## config.mk

```make
export PLATFORM = sky130hd
export DESIGN_NAME = dmac_unit
export DESIGN_NICKNAME = d
export VERILOG_FILES = /design/src/rtl/dmac_pkg.sv /design/src/rtl/dmac_pp_array.sv /design/src/rtl/dmac_rounder.sv /design/src/rtl/dmac_wb_sat.sv /design/src/rtl/dmac_unit.sv
export SDC_FILE = /design/constraint.sdc
export NUM_CORES = 2
export LEC_CHECK = 0
export BUFFER_PORTS_ARGS = -buffer_cell sky130_fd_sc_hd__buf_2
export CORE_AREA = 2 2 389 391
export DETAILED_ROUTE_END_ITERATION = 16
export DIE_AREA = 0 0 391 393
export MAX_ROUTING_LAYER = met4
export PLACE_DENSITY = 0.83
export SYNTH_ARGS = -nofsm -noshare
export SYNTH_HDL_FRONTEND = slang
export SYNTH_HIERARCHICAL = 1
export SYNTH_SLANG_ARGS = --single-unit
```

## constraint.sdc

```tcl
create_clock -name clk -period 6.15 [get_ports clk]
set_input_delay 0.615 -clock clk [delete_from_list [all_inputs] [get_ports clk]]
set_output_delay 0.615 -clock clk [all_outputs]
set_load 0.1 [all_outputs]
```

## src/rtl/dmac_pkg.sv

```systemverilog
package dmac_pkg;

  typedef enum logic [1:0] {
    MODE_DUAL  = 2'b00,
    MODE_WIDE  = 2'b01,
    MODE_CPLX  = 2'b10,
    MODE_DUAL2 = 2'b11
  } mode_e;

  typedef enum logic [1:0] {
    ACT_LOAD = 2'b00,
    ACT_ADD  = 2'b01,
    ACT_SUB  = 2'b10,
    ACT_CLR  = 2'b11
  } act_e;

  typedef struct packed {
    mode_e mode;
    act_e  act;
    logic  sgn;
    logic  rnd;
    logic  sat;
  } ctrl_t;

endpackage

```

## src/rtl/dmac_pp_array.sv

```systemverilog
// Four half-word partial-product multipliers shared by all modes.
// pp[0] = xl*yl, pp[1] = xh*yh, pp[2] = xl*yh, pp[3] = xh*yl
module dmac_pp_array #(
  parameter int HALF_W = 16,
  localparam int OPW = 2 * HALF_W,
  localparam int EXW = HALF_W + 1,
  localparam int PPW = 2 * EXW
) (
  input  logic [OPW-1:0]        x_op,
  input  logic [OPW-1:0]        y_op,
  input  logic                  sgn,
  input  logic                  wide,
  output logic signed [PPW-1:0] pp [4]
);

  function automatic logic signed [EXW-1:0] ext_half(input logic [HALF_W-1:0] h,
                                                     input logic se);
    return {se & h[HALF_W-1], h};
  endfunction

  logic [HALF_W-1:0] xl, xh, yl, yh;
  logic              lo_se;
  logic signed [EXW-1:0] a_op [4];
  logic signed [EXW-1:0] b_op [4];

  assign xl = x_op[HALF_W-1:0];
  assign xh = x_op[OPW-1:HALF_W];
  assign yl = y_op[HALF_W-1:0];
  assign yh = y_op[OPW-1:HALF_W];
  // In wide mode the low halves are magnitude digits of a 32-bit word.
  assign lo_se = sgn & ~wide;

  always_comb begin
    a_op[0] = ext_half(xl, lo_se);  b_op[0] = ext_half(yl, lo_se);
    a_op[1] = ext_half(xh, sgn);    b_op[1] = ext_half(yh, sgn);
    a_op[2] = ext_half(xl, lo_se);  b_op[2] = ext_half(yh, sgn);
    a_op[3] = ext_half(xh, sgn);    b_op[3] = ext_half(yl, lo_se);
  end

  for (genvar g = 0; g < 4; g++) begin : g_mul
    assign pp[g] = a_op[g] * b_op[g];
  end

endmodule

```

## src/rtl/dmac_rounder.sv

```systemverilog
// Round-half-up at bit POS: add 2^(POS-1), clear the bits below POS.
module dmac_rounder #(
  parameter int W   = 40,
  parameter int POS = 16
) (
  input  logic signed [W-1:0] v_in,
  input  logic                en,
  output logic signed [W-1:0] v_out
);

  localparam logic [W-1:0] HALF_LSB = W'(1) << (POS - 1);
  localparam logic [W-1:0] KEEP     = ~((W'(1) << POS) - W'(1));

  logic [W-1:0] sum;

  assign sum   = v_in + HALF_LSB;
  assign v_out = en ? signed'(sum & KEEP) : v_in;

endmodule

```

## src/rtl/dmac_wb_sat.sv

```systemverilog
// Write-back clamp of a wide accumulator value to a word.
module dmac_wb_sat #(
  parameter int IN_W  = 40,
  parameter int OUT_W = 32
) (
  input  logic signed [IN_W-1:0] v_in,
  input  logic                   sgn,
  input  logic                   sat_en,
  output logic [OUT_W-1:0]       w_out,
  output logic                   clamp
);

  logic [IN_W-OUT_W:0]   top_s;
  logic [IN_W-OUT_W-1:0] top_u;
  logic                  fits;
  logic [OUT_W-1:0]      rail;

  assign top_s = v_in[IN_W-1:OUT_W-1];
  assign top_u = v_in[IN_W-1:OUT_W];
  assign fits  = sgn ? ((&top_s) | ~(|top_s)) : ~(|top_u);

  always_comb begin
    if (sgn) rail = v_in[IN_W-1] ? {1'b1, {(OUT_W-1){1'b0}}} : {1'b0, {(OUT_W-1){1'b1}}};
    else     rail = v_in[IN_W-1] ? '0 : '1;
  end

  assign clamp = sat_en & ~fits;
  assign w_out = clamp ? rail : v_in[OUT_W-1:0];

endmodule

```

## src/rtl/dmac_unit.sv

```systemverilog
module dmac_unit
  import dmac_pkg::*;
#(
  parameter int HALF_W  = 16,
  parameter int GUARD_W = 8
) (
  input  logic                              clk,
  input  logic                              rst_n,
  input  logic                              issue,
  input  logic [1:0]                        op_mode,
  input  logic [1:0]                        op_acc,
  input  logic                              op_signed,
  input  logic                              op_round,
  input  logic                              op_sat,
  input  logic [2*HALF_W-1:0]               src_x,
  input  logic [2*HALF_W-1:0]               src_y,
  output logic [2*HALF_W+GUARD_W-1:0]       acc0,
  output logic [2*HALF_W+GUARD_W-1:0]       acc1,
  output logic [2*HALF_W-1:0]               wb0,
  output logic [2*HALF_W-1:0]               wb1,
  output logic                              res_valid,
  output logic                              sat_flag
);

  localparam int WORD_W = 2 * HALF_W;
  localparam int ACC_W  = WORD_W + GUARD_W;
  localparam int WIDE_W = ACC_W + WORD_W;
  localparam int PPW    = 2 * (HALF_W + 1);

  // ---------------- arithmetic helpers ----------------
  function automatic logic signed [ACC_W-1:0] apply_lane(input logic signed [ACC_W-1:0] cur,
                                                         input logic signed [ACC_W-1:0] term,
                                                         input act_e act);
    case (act)
      ACT_LOAD: return term;
      ACT_ADD:  return cur + term;
      ACT_SUB:  return cur - term;
      default:  return '0;
    endcase
  endfunction

  function automatic logic signed [WIDE_W-1:0] apply_wide(input logic signed [WIDE_W-1:0] cur,
                                                          input logic signed [WIDE_W-1:0] term,
                                                          input act_e act);
    case (act)
      ACT_LOAD: return term;
      ACT_ADD:  return cur + term;
      ACT_SUB:  return cur - term;
      default:  return '0;
    endcase
  endfunction

  // ---------------- control decode ----------------
  ctrl_t ctl;
  logic  wide_m, cplx_m;

  assign ctl.mode = mode_e'(op_mode);
  assign ctl.act  = act_e'(op_acc);
  assign ctl.sgn  = op_signed;
  assign ctl.rnd  = op_round;
  assign ctl.sat  = op_sat;
  assign wide_m   = (ctl.mode == MODE_WIDE);
  assign cplx_m   = (ctl.mode == MODE_CPLX);

  // ---------------- partial products ----------------
  logic signed [PPW-1:0] pp [4];

  dmac_pp_array #(.HALF_W(HALF_W)) u_pp (
    .x_op (src_x),
    .y_op (src_y),
    .sgn  (ctl.sgn),
    .wide (wide_m),
    .pp   (pp)
  );

  // ---------------- state ----------------
  logic signed [ACC_W-1:0] acc_q [2];
  logic [WORD_W-1:0]       wb_q  [2];
  logic                    vld_q, flag_q;

  // ---------------- lane terms ----------------
  logic signed [ACC_W-1:0] pp_l  [4];
  logic signed [ACC_W-1:0] term  [2];
  logic signed [ACC_W-1:0] nxt   [2];

  always_comb begin
    for (int i = 0; i < 4; i++) pp_l[i] = ACC_W'(pp[i]);
    if (cplx_m) begin
      term[0] = pp_l[0] - pp_l[1];
      term[1] = pp_l[2] + pp_l[3];
    end else begin
      term[0] = pp_l[0];
      term[1] = pp_l[1];
    end
    for (int i = 0; i < 2; i++) nxt[i] = apply_lane(acc_q[i], term[i], ctl.act);
  end

  // ---------------- wide term ----------------
  logic signed [WIDE_W-1:0] w_ll, w_hh, w_mid, w_prod, w_cur, w_nxt, w_rnd;

  always_comb begin
    w_ll   = WIDE_W'(pp[0]);
    w_hh   = WIDE_W'(pp[1]);
    w_mid  = WIDE_W'(pp[2]) + WIDE_W'(pp[3]);
    w_prod = w_ll + (w_mid <<< HALF_W) + (w_hh <<< WORD_W);
    w_cur  = {acc_q[1][WORD_W-1:0], acc_q[0]};
    w_nxt  = apply_wide(w_cur, w_prod, ctl.act);
  end

  dmac_rounder #(.W(WIDE_W), .POS(WORD_W)) u_rnd_wide (
    .v_in  (w_nxt),
    .en    (ctl.rnd),
    .v_out (w_rnd)
  );

  // ---------------- per-lane round and clamp ----------------
  logic signed [ACC_W-1:0] rnd_v  [2];
  logic signed [ACC_W-1:0] sat_in [2];
  logic [WORD_W-1:0]       sat_out[2];
  logic                    clamp  [2];

  for (genvar g = 0; g < 2; g++) begin : g_lane
    dmac_rounder #(.W(ACC_W), .POS(HALF_W)) u_rnd (
      .v_in  (nxt[g]),
      .en    (ctl.rnd),
      .v_out (rnd_v[g])
    );
    dmac_wb_sat #(.IN_W(ACC_W), .OUT_W(WORD_W)) u_sat (
      .v_in   (sat_in[g]),
      .sgn    (ctl.sgn),
      .sat_en (ctl.sat),
      .w_out  (sat_out[g]),
      .clamp  (clamp[g])
    );
  end

  always_comb begin
    sat_in[0] = rnd_v[0];
    sat_in[1] = wide_m ? w_rnd[WIDE_W-1:WORD_W] : rnd_v[1];
  end

  // ---------------- next-state selection ----------------
  logic signed [ACC_W-1:0] acc_d [2];
  logic [WORD_W-1:0]       wb_d  [2];
  logic                    ovf_event;

  always_comb begin
    if (wide_m) begin
      acc_d[0] = w_nxt[ACC_W-1:0];
      acc_d[1] = {{GUARD_W{w_nxt[WIDE_W-1]}}, w_nxt[WIDE_W-1:ACC_W]};
      wb_d[0]  = w_rnd[WORD_W-1:0];
    end else begin
      acc_d[0] = nxt[0];
      acc_d[1] = nxt[1];
      wb_d[0]  = sat_out[0];
    end
    wb_d[1] = sat_out[1];
  end

  assign ovf_event = issue & ((clamp[0] & ~wide_m) | clamp[1]);

  // ---------------- registers ----------------
  always_ff @(posedge clk or negedge rst_n) begin
    if (!rst_n) begin
      acc_q[0] <= '0;
      acc_q[1] <= '0;
      wb_q[0]  <= '0;
      wb_q[1]  <= '0;
      vld_q    <= 1'b0;
      flag_q   <= 1'b0;
    end else begin
      vld_q <= issue;
      if (issue) begin
        acc_q[0] <= acc_d[0];
        acc_q[1] <= acc_d[1];
        wb_q[0]  <= wb_d[0];
        wb_q[1]  <= wb_d[1];
      end
      if (ovf_event) flag_q <= 1'b1;
    end
  end

  assign acc0      = acc_q[0];
  assign acc1      = acc_q[1];
  assign wb0       = wb_q[0];
  assign wb1       = wb_q[1];
  assign res_valid = vld_q;
  assign sat_flag  = flag_q;

endmodule

```

==> impl_metrics.csv <==
group,metric,value,unit
outcome,outcome,"finished with violations",
outcome,violations,"setup timing",
timing,tightest_slew,1.22,ns
worst_setup_path,critical_path.startpoint,"op_mode[1]",
grt,antenna_found_initial,22,
worst_setup_path,max_stage_delay,0.57,ns
clock_tree,clkLatencyLatePin,0.50,ns
logic_synthesis,yosysTopAreaCell,"fa_1",
logic_synthesis,synth.top_cell.area_share,0.318,
floorplan,die_area,154000,sq um
logic_synthesis,yosys.area_share.xor_xnor,0.0634,
timing,finalClockSkew,0.0170,ns
detailed_routing,ant_nets,0,
grt,grt_pass1_vias,85300,
logic_synthesis,synth.area.top_cells,"fa_1 32%, ha_1 10%, inv_1 7.7%",
timing,whs,0.171,ns
timing,layout_setup_ws,-9.10,ns
logic_synthesis,async_reset_ff_frac,1.00,
logic_synthesis,synth-adder-area-share,0.421,
logic_synthesis,synth_area_per_cell,7.96,sq um
logic_synthesis,muxShareOfSynthArea,0.0102,
placed_design,hpwl,242,mm
detailed_routing,wl,292,mm
grt,grt_overflow_total,0,
detailed_routing,vias_per_cell,5.82,
clock_tree,numCtsBuffers,25,
floorplan,io_pins,220,
detailed_routing,vias,80900,
timing,rsz0062_at_grt,"yes",
logic_synthesis,synth_area,77100,sq um
placed_design,routabilityCongestion,1.03,
worst_setup_path,critical-path-slowest-cell,"fa_1",
placed_design,placed_area,97500,sq um
timing,hold_violations,0,
clock_tree,cts-root-buf,"clkbuf_16",
clock_tree,h-tree-depth,4,
worst_setup_path,worst_ep_required_time,6.52,ns
detailed_routing,dr.first_iter.drc_count,7373,
grt,grt_max_degree,114,
floorplan,start_util,0.517,
logic_synthesis,synth_top_family_by_area,"adder cells",
logic_synthesis,synth-seq-cells,146,
logic_synthesis,yosys_warnings,6,
grt,grtUsageTotal,0.390,
cells_and_area,area_delta_synth_final,32.3,%
timing,slew_violations,0,
logic_synthesis,syn-instance-count,9686,
cells_and_area,layout_commonest_cell,"buf_4",
detailed_routing,drc_errors,0,
clock_tree,cts_sinks,146,
timing,fin_crit,15.25,ns
worst_setup_path,endpoint_kind,"register",
logic_synthesis,ys_seq_area_frac,0.0474,
worst_setup_path,start_kind,"primary input",
logic_synthesis,synth-simple-area-share,0.205,
logic_synthesis,synth.distinct_cells,122,
cells_and_area,drive_gt1_frac,0.281,
worst_setup_path,crit_type,"primary input to register",
timing,tns,-949.10,ns
floorplan,die_y,393,um
timing,min_period_over_period,2.48,
timing,final-setup-viol-count,141,
timing,max_slew_margin,0.188,
floorplan,dieWidth,391,um
clock_tree,path_clk_slew,0.07,ns
cells_and_area,utilization,0.684,
cells_and_area,final_nets,13900,
grt,grt_pass1_wl,457,mm
timing,max_clock_freq,65.6,MHz
floorplan,coreArea,149000,sq um
floorplan,std_cell_rows,142,
detailed_routing,wl_per_cell,21.0,um
hold_path,hold_path_class,"primary input to asynchronous set/reset pin",
worst_setup_path,critical_path.max_fanout,16,
worst_setup_path,worstPathArrival,15.63,ns
clock_tree,ctsLongestPathBuffers,3,
logic_synthesis,synthFlopType,"dfrtp_1",
logic_synthesis,synth-edff-count,0,
cells_and_area,design_area,102000,sq um
worst_setup_path,r2r_start,"acc0[0]",
flow_run,maxCapViolCount,0,
detailed_routing,firstDrtPassIters,8,
cells_and_area,final_cell_mix,"2390 x buf_4, 1572 x inv_1, 1222 x nand2_1, 1213 x fa_1, 596 x ha_1",
placed_design,portBuffers,219,
clock_tree,tritoncts,"done",
logic_synthesis,synth_compound_area_frac,0.152,
logic_synthesis,syn_nets,11600,
state kept, by name, indices dropped and copies added, names as in the netlist:
signal / cells
acc0: 40
acc1: 40
wb0: 32
wb1: 32
res_valid: 1
sat_flag: 1
cell families after synthesis:
| kind of cell | after synthesis |
|---|---|
| simple gates | 3215 |
| buf+inv | 2068 |
| fa+ha+maj | 1859 |
| compound gates | 1768 |
| xor+xnor | 557 |
| flops | 146 |
| mux | 73 |
through the flow:
stage | setup slack (ns) | cells
6_report | -9.10 | 13900
3_3_place_gp | -10.41 | 13700
2_1_floorplan | -10.02 | 9686
3_5_place_dp | -10.95 | 13700
5_1_grt | -9.54 | 13900
4_1_cts | -8.63 | 13800
routing by layer:
layer | vias to the layer above | GRT usage | wire length, um
li1 | 35800 | - | -
met1 | 39600 | 0.460 | 109000
met2 | 4192 | 0.628 | 137000
met3 | 1223 | 0.0700 | 25900
met4 | 0 | 0.221 | 20400
met5 | - | - | 0
final cells by class:
class / count / area (sq um)
inverter: 1596 / 6010
antenna: 16 / 40.0
clock inverter: 3 / 65.1
tap: 1944 / 2430
sequential: 146 / 3650
clock buffer: 30 / 644
multi-input combinational: 7473 / 68700
fill: 11500 / 47200
timing repair buffer: 2689 / 20500
cell usage after synthesis (all sizes together) (18+ instances only):
cell        n
a2111oi    22
a211oi     54
a21boi     23
a21o      228
a21oi     485
a221o      18
a22o       18
a22oi      85
a31oi     121
and2      524
and3       83
and4       32
buf        64
clkbuf    408
dfrtp     146
fa       1224
ha        635
inv      1592
mux2       44
mux2i      29
nand2    1240
nand2b     76
nand3     124
nand4      98
nor2      576
nor2b     140
nor3      126
nor4       39
o211ai     47
o21a       72
o21ai     301
o21bai     49
o22ai      21
o311ai     24
o31ai      27
or2        27
or3        51
or4        20
xnor2     398
xor2      158
final timing paths:
path | slack [ns] | end | depth (start not counted)
min reg2reg | 0.50 | wb1[8] | 1
min | 0.17 | wb0[8] | 1
max in group asynchronous | 4.76 | wb1[8] | 2
max | -9.10 | wb1[17] | 72
min in group clk | 0.50 | wb1[8] | 1
max reg2reg | -1.01 | wb1[17] | 31
critical path: cells and delay by family:
family	cells	cell delay, ns
mux	1	0.26
compound gates	11	1.77
buf+inv	17	2.01
simple gates	27	5.39
fa+ha+maj	11	4.79
xor+xnor	5	0.76
repair_timing:
item | 4_1_cts | 5_1_grt
hold buffers | 0 | 0
buffers inserted | 68 | 44
cloned | 4 | 0
endpoints found under the setup margin | 141 | 141
pin swaps | 158 | 161
gates resized for setup | 377 | 275
Power is left out: the tool's default activity adds up to more than one toggle a clock period on the data nets, which glitch-free logic cannot reach.
